`src/rtl/pw_tx_pkg.sv`:
```
package pw_tx_pkg;

  localparam logic [3:0] FTYPE_MAINT  = 4'h8;
  localparam logic [3:0] TTYPE_PORTWR = 4'b0100;

  typedef enum logic [1:0] {
    ST_IDLE,
    ST_HDR0,
    ST_HDR1,
    ST_PAY
  } seq_state_e;

  typedef struct packed {
    logic [3:0] wrsize;
    logic       wdptr;
  } size_code_t;

  // Map a byte count onto the smallest double-word bucket that holds it.
  function automatic size_code_t encode_size(input logic [7:0] nbytes);
    size_code_t c;
    if (nbytes <= 8'd8) begin
      c.wrsize = 4'b1011; c.wdptr = 1'b0;
    end else if (nbytes <= 8'd16) begin
      c.wrsize = 4'b1011; c.wdptr = 1'b1;
    end else if (nbytes <= 8'd32) begin
      c.wrsize = 4'b1100; c.wdptr = 1'b0;
    end else begin
      c.wrsize = 4'b1100; c.wdptr = 1'b1;
    end
    return c;
  endfunction

endpackage

```
`src/rtl/pw_tx_buf.sv`:
```
module pw_tx_buf #(
  parameter int WORDS = 16,
  parameter int IDX_W = $clog2(WORDS)
) (
  input  logic             clk,
  input  logic             we,
  input  logic [IDX_W-1:0] widx,
  input  logic [31:0]      wdata,
  input  logic [IDX_W-1:0] ridx_a,
  output logic [31:0]      rdata_a,
  input  logic [IDX_W-1:0] ridx_b,
  output logic [31:0]      rdata_b
);

  logic [31:0] mem [WORDS];

  // Storage only; write gating is decided by the register slave.
  always_ff @(posedge clk) begin
    if (we) begin
      mem[widx] <= wdata;
    end
  end

  assign rdata_a = mem[ridx_a];
  assign rdata_b = mem[ridx_b];

endmodule

```
`src/rtl/pw_tx_regs.sv`:
```
module pw_tx_regs #(
  parameter int          ADDR_W     = 20,
  parameter int          MAX_BYTES  = 64,
  parameter logic [19:0] CTRL_ADDR  = 20'h10200,
  parameter logic [19:0] ROUTE_ADDR = 20'h10204,
  parameter logic [19:0] BUF_BASE   = 20'h10210,
  localparam int WORDS  = MAX_BYTES / 4,
  localparam int IDX_W  = $clog2(WORDS),
  localparam int SIZE_W = $clog2(MAX_BYTES) + 1
) (
  input  logic              clk,
  input  logic              rst_n,
  input  logic              bus_wr,
  input  logic              bus_rd,
  input  logic [ADDR_W-1:0] bus_addr,
  input  logic [31:0]       bus_wdata,
  output logic [31:0]       bus_rdata,
  output logic              buf_we,
  output logic [IDX_W-1:0]  buf_idx,
  input  logic [31:0]       buf_rdata,
  input  logic              done,
  output logic              launch,
  output logic [SIZE_W-1:0] size,
  output logic [15:0]       dest,
  output logic [7:0]        hop
);

  localparam int WA_W = ADDR_W - 2;
  localparam logic [WA_W-1:0] CTRL_W  = CTRL_ADDR[ADDR_W-1:2];
  localparam logic [WA_W-1:0] ROUTE_W = ROUTE_ADDR[ADDR_W-1:2];
  localparam logic [WA_W-1:0] BUF_W   = BUF_BASE[ADDR_W-1:2];
  localparam logic [WA_W-1:0] WORDS_W = WA_W'(WORDS);

  logic [WA_W-1:0]   waddr, woff;
  logic              ctrl_hit, route_hit, buf_hit;
  logic [SIZE_W-1:0] size_w;
  logic              size_ok;

  logic              ready_q, ready_d;
  logic [SIZE_W-1:0] size_q, size_d;
  logic [15:0]       dest_q, dest_d;
  logic [7:0]        hop_q, hop_d;
  logic [31:0]       rdata_q, rdata_d;

  logic unused_bits;
  assign unused_bits = ^{bus_addr[1:0], bus_wdata[31:16+SIZE_W], bus_wdata[15:1]};

  // Address decode
  assign waddr     = bus_addr[ADDR_W-1:2];
  assign woff      = waddr - BUF_W;
  assign ctrl_hit  = (waddr == CTRL_W);
  assign route_hit = (waddr == ROUTE_W);
  assign buf_hit   = (waddr >= BUF_W) && (woff < WORDS_W);
  assign buf_idx   = woff[IDX_W-1:0];

  assign size_w  = bus_wdata[16 +: SIZE_W];
  assign size_ok = (size_w != '0) && (size_w <= SIZE_W'(MAX_BYTES));

  // Buffer is frozen for the whole flight
  assign buf_we = bus_wr && buf_hit && !ready_q;

  // Next-state
  always_comb begin
    ready_d = ready_q;
    size_d  = size_q;
    dest_d  = dest_q;
    hop_d   = hop_q;
    rdata_d = rdata_q;

    if (done) begin
      ready_d = 1'b0;
    end else if (bus_wr && !ready_q) begin
      if (ctrl_hit) begin
        size_d  = size_w;
        ready_d = bus_wdata[0] && size_ok;
      end
      if (route_hit) begin
        dest_d = bus_wdata[15:0];
        hop_d  = bus_wdata[23:16];
      end
    end

    if (bus_rd) begin
      rdata_d = '0;
      if (ctrl_hit) begin
        rdata_d[0]             = ready_q;
        rdata_d[16 +: SIZE_W]  = size_q;
      end else if (route_hit) begin
        rdata_d = {8'h00, hop_q, dest_q};
      end else if (buf_hit) begin
        rdata_d = buf_rdata;
      end
    end
  end

  // Registers
  always_ff @(posedge clk or negedge rst_n) begin
    if (!rst_n) begin
      ready_q <= 1'b0;
      size_q  <= '0;
      dest_q  <= '0;
      hop_q   <= '0;
      rdata_q <= '0;
    end else begin
      ready_q <= ready_d;
      size_q  <= size_d;
      dest_q  <= dest_d;
      hop_q   <= hop_d;
      rdata_q <= rdata_d;
    end
  end

  assign bus_rdata = rdata_q;
  assign launch    = ready_q;
  assign size      = size_q;
  assign dest      = dest_q;
  assign hop       = hop_q;

  // Bad sizes never arm the launch bit
  assert_reject_size_R4: assert property (@(posedge clk) disable iff (!rst_n)
    (bus_wr && ctrl_hit && !ready_q && !size_ok) |=> !ready_q);

  // Armed launch persists until the sequencer reports completion
  assert_busy_holds_R11: assert property (@(posedge clk) disable iff (!rst_n)
    (ready_q && !done) |=> (ready_q && $stable(size_q) && $stable(dest_q) && $stable(hop_q)));

  // Completion drops the launch bit
  assert_done_clears_R10: assert property (@(posedge clk) disable iff (!rst_n)
    done |=> !ready_q);

endmodule

```
`src/rtl/pw_tx_seq.sv`:
```
module pw_tx_seq
  import pw_tx_pkg::*;
#(
  parameter int MAX_BYTES = 64,
  localparam int WORDS  = MAX_BYTES / 4,
  localparam int IDX_W  = $clog2(WORDS),
  localparam int SIZE_W = $clog2(MAX_BYTES) + 1
) (
  input  logic              clk,
  input  logic              rst_n,
  input  logic              launch,
  input  logic [SIZE_W-1:0] size,
  input  logic [15:0]       dest,
  input  logic [7:0]        hop,
  input  logic [31:0]       pay_word,
  output logic [IDX_W-1:0]  pay_idx,
  output logic              done,
  output logic              tx_valid,
  input  logic              tx_ready,
  output logic              tx_sop,
  output logic              tx_eop,
  output logic [31:0]       tx_data
);

  seq_state_e        state_q, state_d;
  logic [SIZE_W-1:0] cnt_q, cnt_d;
  logic [SIZE_W-1:0] nbeats;
  logic              last;
  size_code_t        code;
  logic [31:0]       hdr0, hdr1;

  assign nbeats  = (size + SIZE_W'(3)) >> 2;
  assign last    = (cnt_q == nbeats - SIZE_W'(1));
  assign pay_idx = cnt_q[IDX_W-1:0];

  assign code = encode_size(8'(size));
  assign hdr0 = {FTYPE_MAINT, TTYPE_PORTWR, code.wrsize, code.wdptr, 3'b000, hop, 8'h00};
  assign hdr1 = {dest, 16'h0000};

  // Next-state
  always_comb begin
    state_d = state_q;
    cnt_d   = cnt_q;
    unique case (state_q)
      ST_IDLE: if (launch) begin
        state_d = ST_HDR0;
        cnt_d   = '0;
      end
      ST_HDR0: if (tx_ready) state_d = ST_HDR1;
      ST_HDR1: if (tx_ready) begin
        state_d = ST_PAY;
        cnt_d   = '0;
      end
      ST_PAY: if (tx_ready) begin
        if (last) state_d = ST_IDLE;
        else      cnt_d   = cnt_q + SIZE_W'(1);
      end
      default: state_d = ST_IDLE;
    endcase
  end

  always_ff @(posedge clk or negedge rst_n) begin
    if (!rst_n) begin
      state_q <= ST_IDLE;
      cnt_q   <= '0;
    end else begin
      state_q <= state_d;
      cnt_q   <= cnt_d;
    end
  end

  // Beat outputs
  always_comb begin
    tx_valid = (state_q != ST_IDLE);
    tx_sop   = (state_q == ST_HDR0);
    tx_eop   = (state_q == ST_PAY) && last;
    unique case (state_q)
      ST_HDR0: tx_data = hdr0;
      ST_HDR1: tx_data = hdr1;
      ST_PAY:  tx_data = pay_word;
      default: tx_data = '0;
    endcase
  end

  assign done = (state_q == ST_PAY) && tx_ready && last;

  // A stalled beat must not move
  assert_stall_hold_R9: assert property (@(posedge clk) disable iff (!rst_n)
    (tx_valid && !tx_ready) |=> (tx_valid && $stable(tx_data) && $stable(tx_sop) && $stable(tx_eop)));

  // Output only while armed by the control register
  assert_valid_armed_R3: assert property (@(posedge clk) disable iff (!rst_n)
    tx_valid |-> launch);

  // One packet per launch: nothing follows the end beat
  assert_end_idle_R10: assert property (@(posedge clk) disable iff (!rst_n)
    (tx_valid && tx_ready && tx_eop) |=> !tx_valid);

  // Markers never coincide
  assert_marker_excl_R8: assert property (@(posedge clk) disable iff (!rst_n)
    tx_valid |-> !(tx_sop && tx_eop));

endmodule

```
`src/rtl/port_write_tx.sv`:
```
module port_write_tx #(
  parameter int          ADDR_W     = 20,
  parameter int          MAX_BYTES  = 64,
  parameter logic [19:0] CTRL_ADDR  = 20'h10200,
  parameter logic [19:0] ROUTE_ADDR = 20'h10204,
  parameter logic [19:0] BUF_BASE   = 20'h10210
) (
  input  logic              clk,
  input  logic              rst_n,
  input  logic              bus_wr,
  input  logic              bus_rd,
  input  logic [ADDR_W-1:0] bus_addr,
  input  logic [31:0]       bus_wdata,
  output logic [31:0]       bus_rdata,
  output logic              tx_valid,
  input  logic              tx_ready,
  output logic              tx_sop,
  output logic              tx_eop,
  output logic [31:0]       tx_data
);

  localparam int WORDS  = MAX_BYTES / 4;
  localparam int IDX_W  = $clog2(WORDS);
  localparam int SIZE_W = $clog2(MAX_BYTES) + 1;

  logic              buf_we;
  logic [IDX_W-1:0]  buf_idx, pay_idx;
  logic [31:0]       buf_rdata, pay_word;
  logic              launch, done;
  logic [SIZE_W-1:0] size;
  logic [15:0]       dest;
  logic [7:0]        hop;

  pw_tx_regs #(
    .ADDR_W(ADDR_W), .MAX_BYTES(MAX_BYTES),
    .CTRL_ADDR(CTRL_ADDR), .ROUTE_ADDR(ROUTE_ADDR), .BUF_BASE(BUF_BASE)
  ) i_regs (
    .clk(clk), .rst_n(rst_n),
    .bus_wr(bus_wr), .bus_rd(bus_rd), .bus_addr(bus_addr),
    .bus_wdata(bus_wdata), .bus_rdata(bus_rdata),
    .buf_we(buf_we), .buf_idx(buf_idx), .buf_rdata(buf_rdata),
    .done(done), .launch(launch), .size(size), .dest(dest), .hop(hop)
  );

  pw_tx_buf #(.WORDS(WORDS), .IDX_W(IDX_W)) i_buf (
    .clk(clk), .we(buf_we), .widx(buf_idx), .wdata(bus_wdata),
    .ridx_a(buf_idx), .rdata_a(buf_rdata),
    .ridx_b(pay_idx), .rdata_b(pay_word)
  );

  pw_tx_seq #(.MAX_BYTES(MAX_BYTES)) i_seq (
    .clk(clk), .rst_n(rst_n),
    .launch(launch), .size(size), .dest(dest), .hop(hop),
    .pay_word(pay_word), .pay_idx(pay_idx), .done(done),
    .tx_valid(tx_valid), .tx_ready(tx_ready),
    .tx_sop(tx_sop), .tx_eop(tx_eop), .tx_data(tx_data)
  );

endmodule

```
`config.mk`:
```
export PLATFORM = sky130hd
export DESIGN_NAME = port_write_tx
export DESIGN_NICKNAME = d
export VERILOG_FILES = /design/src/rtl/pw_tx_pkg.sv /design/src/rtl/pw_tx_buf.sv /design/src/rtl/pw_tx_regs.sv /design/src/rtl/pw_tx_seq.sv /design/src/rtl/port_write_tx.sv
export SDC_FILE = /design/constraint.sdc
export NUM_CORES = 1
export LEC_CHECK = 0
export ABC_CLOCK_PERIOD_IN_PS = 3000
export BUFFER_PORTS_ARGS = -buffer_cell sky130_fd_sc_hd__buf_4
export CORE_UTILIZATION = 50
export DETAILED_ROUTE_END_ITERATION = 8
export GPL_ROUTABILITY_DRIVEN = 0
export PLACE_DENSITY_LB_ADDON = 0.25
export SLEW_MARGIN = 20
export SYNTH_ARGS = -nofsm -noshare
export SYNTH_HDL_FRONTEND = slang
export SYNTH_SLANG_ARGS = --single-unit
export TNS_END_PERCENT = 10
```
`constraint.sdc`:
```
create_clock -name clk -period 3 [get_ports clk]
set_clock_uncertainty 0.15 [all_clocks]
set_input_delay 0.15 -clock clk [delete_from_list [all_inputs] [get_ports clk]]
set_output_delay 0.15 -clock clk [all_outputs]
set_load 0.01 [all_outputs]
```
==> impl_metrics.py <==
metrics = {
    "outcome": {
        "status": "finished with violations",
        "violations": "negative setup slack",
    },
    "timing": {
        "finalMaxSlewViolations": 0,
        "post-route-period-util_pct": 110,
        "worst_pin_slew_ns": 1.01,
        "finalSetupViolCount": 63,
        "finalHoldViolCount": 0,
        "timing.final.crit_period_ns": 3.31,
        "layout_setup_ws_ns": -0.310,
        "max_freq_ghz": 0.302,
        "relSlewSlack_pct": 32.5,
        "rsz0062_at_grt": "true",
    },
    "job": {
        "maxCapViolCount": 0,
    },
    "yosys": {
        "syn_inst": 1387,
        "synth.area.top_cells": "edfxtp_1 56%, mux4_2 26%, dfrtp_1 6.7%, mux2_4 1.1%, clkbuf_1 0.83%",
        "synth_edf_count": 512,
        "synth_fa_ha_area_share_pct": 0.502,
        "muxShareOfSynthArea_pct": 28.2,
        "synth_top_cells_by_count": "512 x edfxtp_1, 314 x mux4_2, 73 x dfrtp_1",
        "synth_top_cell_by_area": "edfxtp_1",
        "synth.distinct_cells": 59,
        "synth_warnings": 0,
        "yosysMostFrequentCell": "edfxtp_1",
        "synth_flop_cell": "edfxtp_1",
        "synth-simple-area-share_pct": 2.91,
        "synthXorXnorAreaFrac_pct": 0.465,
        "synth-seq-cells": 585,
        "synth_compound_area_share_pct": 3.02,
        "async_flop_share_pct": 12.5,
        "synth_seq_area_share_pct": 62.7,
        "synth_top_family_by_area": "multiplexers",
        "syn_avg_cell_area_um2": 19.8,
        "synth_top_area_share_pct": 56.0,
        "synth_area_mm2": 0.0274,
        "synth_fp_nets": 1455,
    },
    "detailed_routing": {
        "drtIter0Drc": 1967,
        "vias": 16000,
        "wl_per_cell_um": 32.7,
        "firstDrtPassIters": 5,
        "ant_nets": 0,
        "viasPerCell": 6.73,
        "drc": 0,
        "wirelength_um": 77700,
    },
    "critical_path": {
        "arrival_ns": 3.01,
        "crit_type": "reg -> out",
        "regToRegSetupSlack_ns": -0.11,
        "start_kind": "register",
        "cp-end-kind": "primary output",
        "required_ns": 2.70,
        "cp_max_fo": 7,
    },
    "clock_network": {
        "numCtsBuffers": 60,
        "clk_pin_slew_ns": 0.06,
        "cts_tree": "built",
        "insertion_delay_ns": 0.64,
        "cts.sinks": 585,
        "clk_path_buf_depth": 3,
        "cts.htree.levels": 2,
        "cts_root_buffer": "clkbuf_16",
    },
    "die": {
        "die_w_um": 236,
        "dieArea_mm2": 0.0558,
        "initial_utilization_pct": 50.8,
        "core_region_area_mm2": 0.0540,
        "ios": 124,
        "placementRows": 85,
        "die_h_um": 236,
    },
    "finish": {
        "drive_gt1_share_pct": 45.1,
        "fill_cells": 3794,
        "num_antenna_cells": 0,
        "final_core_util_pct": 61.7,
        "fin_nets": 1698,
        "multi_input_area_mm2": 0.00989,
        "seqCellArea_mm2": 0.0172,
        "syn2layout_area_growth_pct": 21.6,
        "instances_no_fill": 2378,
    },
    "grt": {
        "grt-ovfl-total": 0,
        "groute.usage.overall_pct": 28.3,
        "antenna_found_initial": 1,
        "grt_pass1_wl_um": 112000,
        "grt_max_degree": 63,
        "grt_pass1_vias": 16300,
    },
    "power_and_ir_drop": {
        "powerDensity_mw_per_mm2": 689,
        "finalPower_mw": 23.0,
        "ir_drop_mv": 0.475,
        "leakagePower_nw": 11.4,
    },
    "worst_hold_path": {
        "hold_path.class": "in -> reg",
    },
    "place": {
        "numPortBuffers": 121,
        "dp.cells": 2204,
        "dp_slack_ns": -0.197,
        "dp_hpwl_um": 46300,
    },
}
per-layer routing:
metal | routed length [um] | GRT usage [%] | vias to the layer above
met2 | 37000 | 44.3 | 985
met4 | 2680 | 9.78 | 2
met1 | 29800 | 40.0 | 8449
met3 | 8200 | 6.06 | 165
met5 | 13 | 0 | -
li1 | - | - | 6412
layout by cell type (no fill, tap or decap), types with 25 or more instances in the layout:
cell type and instances:
edfxtp_1 512, nor2b_1 25, mux4_2 314, buf_4 166
dfrtp_1 68, o21ai_0 35, dlygate4sd3_1 37, clkbuf_16 65
inv_1 37, buf_12 47
critical path: stages (launching register included):
cell and delay (ns):
dfrtp_4 0.44, buf_12 0.17, buf_12 0.14, mux4_2 0.49, mux4_2 0.48, a222oi_1 0.35
nor2_1 0.12, buf_4 0.16
per-stage QoR:
step / setup TNS, ns / area (um^2) / hold slack [ns]
5_1_grt: -13.58 / 33400 / 0.0518
2_1_floorplan: -0.668 / 27600 / -0.296
6_report: -8.24 / 33400 / 0.0351
4_1_cts: -8.91 / 33100 / 0.0245
3_5_place_dp: -14.48 / 30300 / 0.0295
3_3_place_gp: -3.77 / 30300 / 0.0215
final timing paths:
check / end / start / cells past startpoint
setup / recovery: tx_data[19] / i_seq.cnt_q[0]$_DFFE_PN0P_ / 7
hold / removal: i_regs.bus_rdata[27]$_DFFE_PN0P_ / bus_rd / 2
setup reg to reg: i_regs.dest[1]$_DFFE_PN0P_ / i_regs.size[1]$_DFFE_PN0P_ / 12
hold reg to reg: i_regs.bus_rdata[11]$_DFFE_PN0P_ / i_regs.bus_rdata[11]$_DFFE_PN0P_ / 2
max in group asynchronous: i_regs.bus_rdata[25]$_DFFE_PN0P_ / rst_n / 4
min in group asynchronous: i_seq.cnt_q[4]$_DFFE_PN0P_ / rst_n / 4
cell families after synthesis:
family,Yosys count
and+or+nand+nor,146
xor gates and xnor gates,13
adders and majority gates,11
buffers and inverters,146
AOI/OAI and AO/OA,118
muxes,368
DFF,585
registers in the layout, summed over array words and instances, names as in the netlist:
signal / flops
i_regs.bus_rdata: 32
i_seq.state_q: 2
i_buf.mem: 512
i_regs.size: 7
i_regs.hop: 8
i_regs.dest: 16
i_seq.cnt_q: 7
i_regs.launch: 1
repair_timing:
item | in CTS | in global routing
pin swaps | 19 | 10
endpoints found under the hold margin | 621 | 0
gates cloned | 7 | 5
buffers inserted | 6 | 5
hold buffers | 38 | 0
resized for setup | 53 | 23
endpoints found under the setup margin | 65 | 65
power breakdown:
part           switching, mW  internal, mW  leakage, nW
clock network           3.21          4.35        0.970
registers             0.0930          8.90         5.60
logic                   3.00          3.44         4.83
final cells by class:
type,count,share of cell area [%]
Clock buffer,81,5.13
Clock inverter,33,0.882
Inverter,39,0.446
Multi-Input combinational cell,656,29.6
Sequential cell,585,51.6
Tap cell,696,2.61
Timing Repair Buffer,288,9.67
Note: power is estimated with default switching activity, not from simulation.
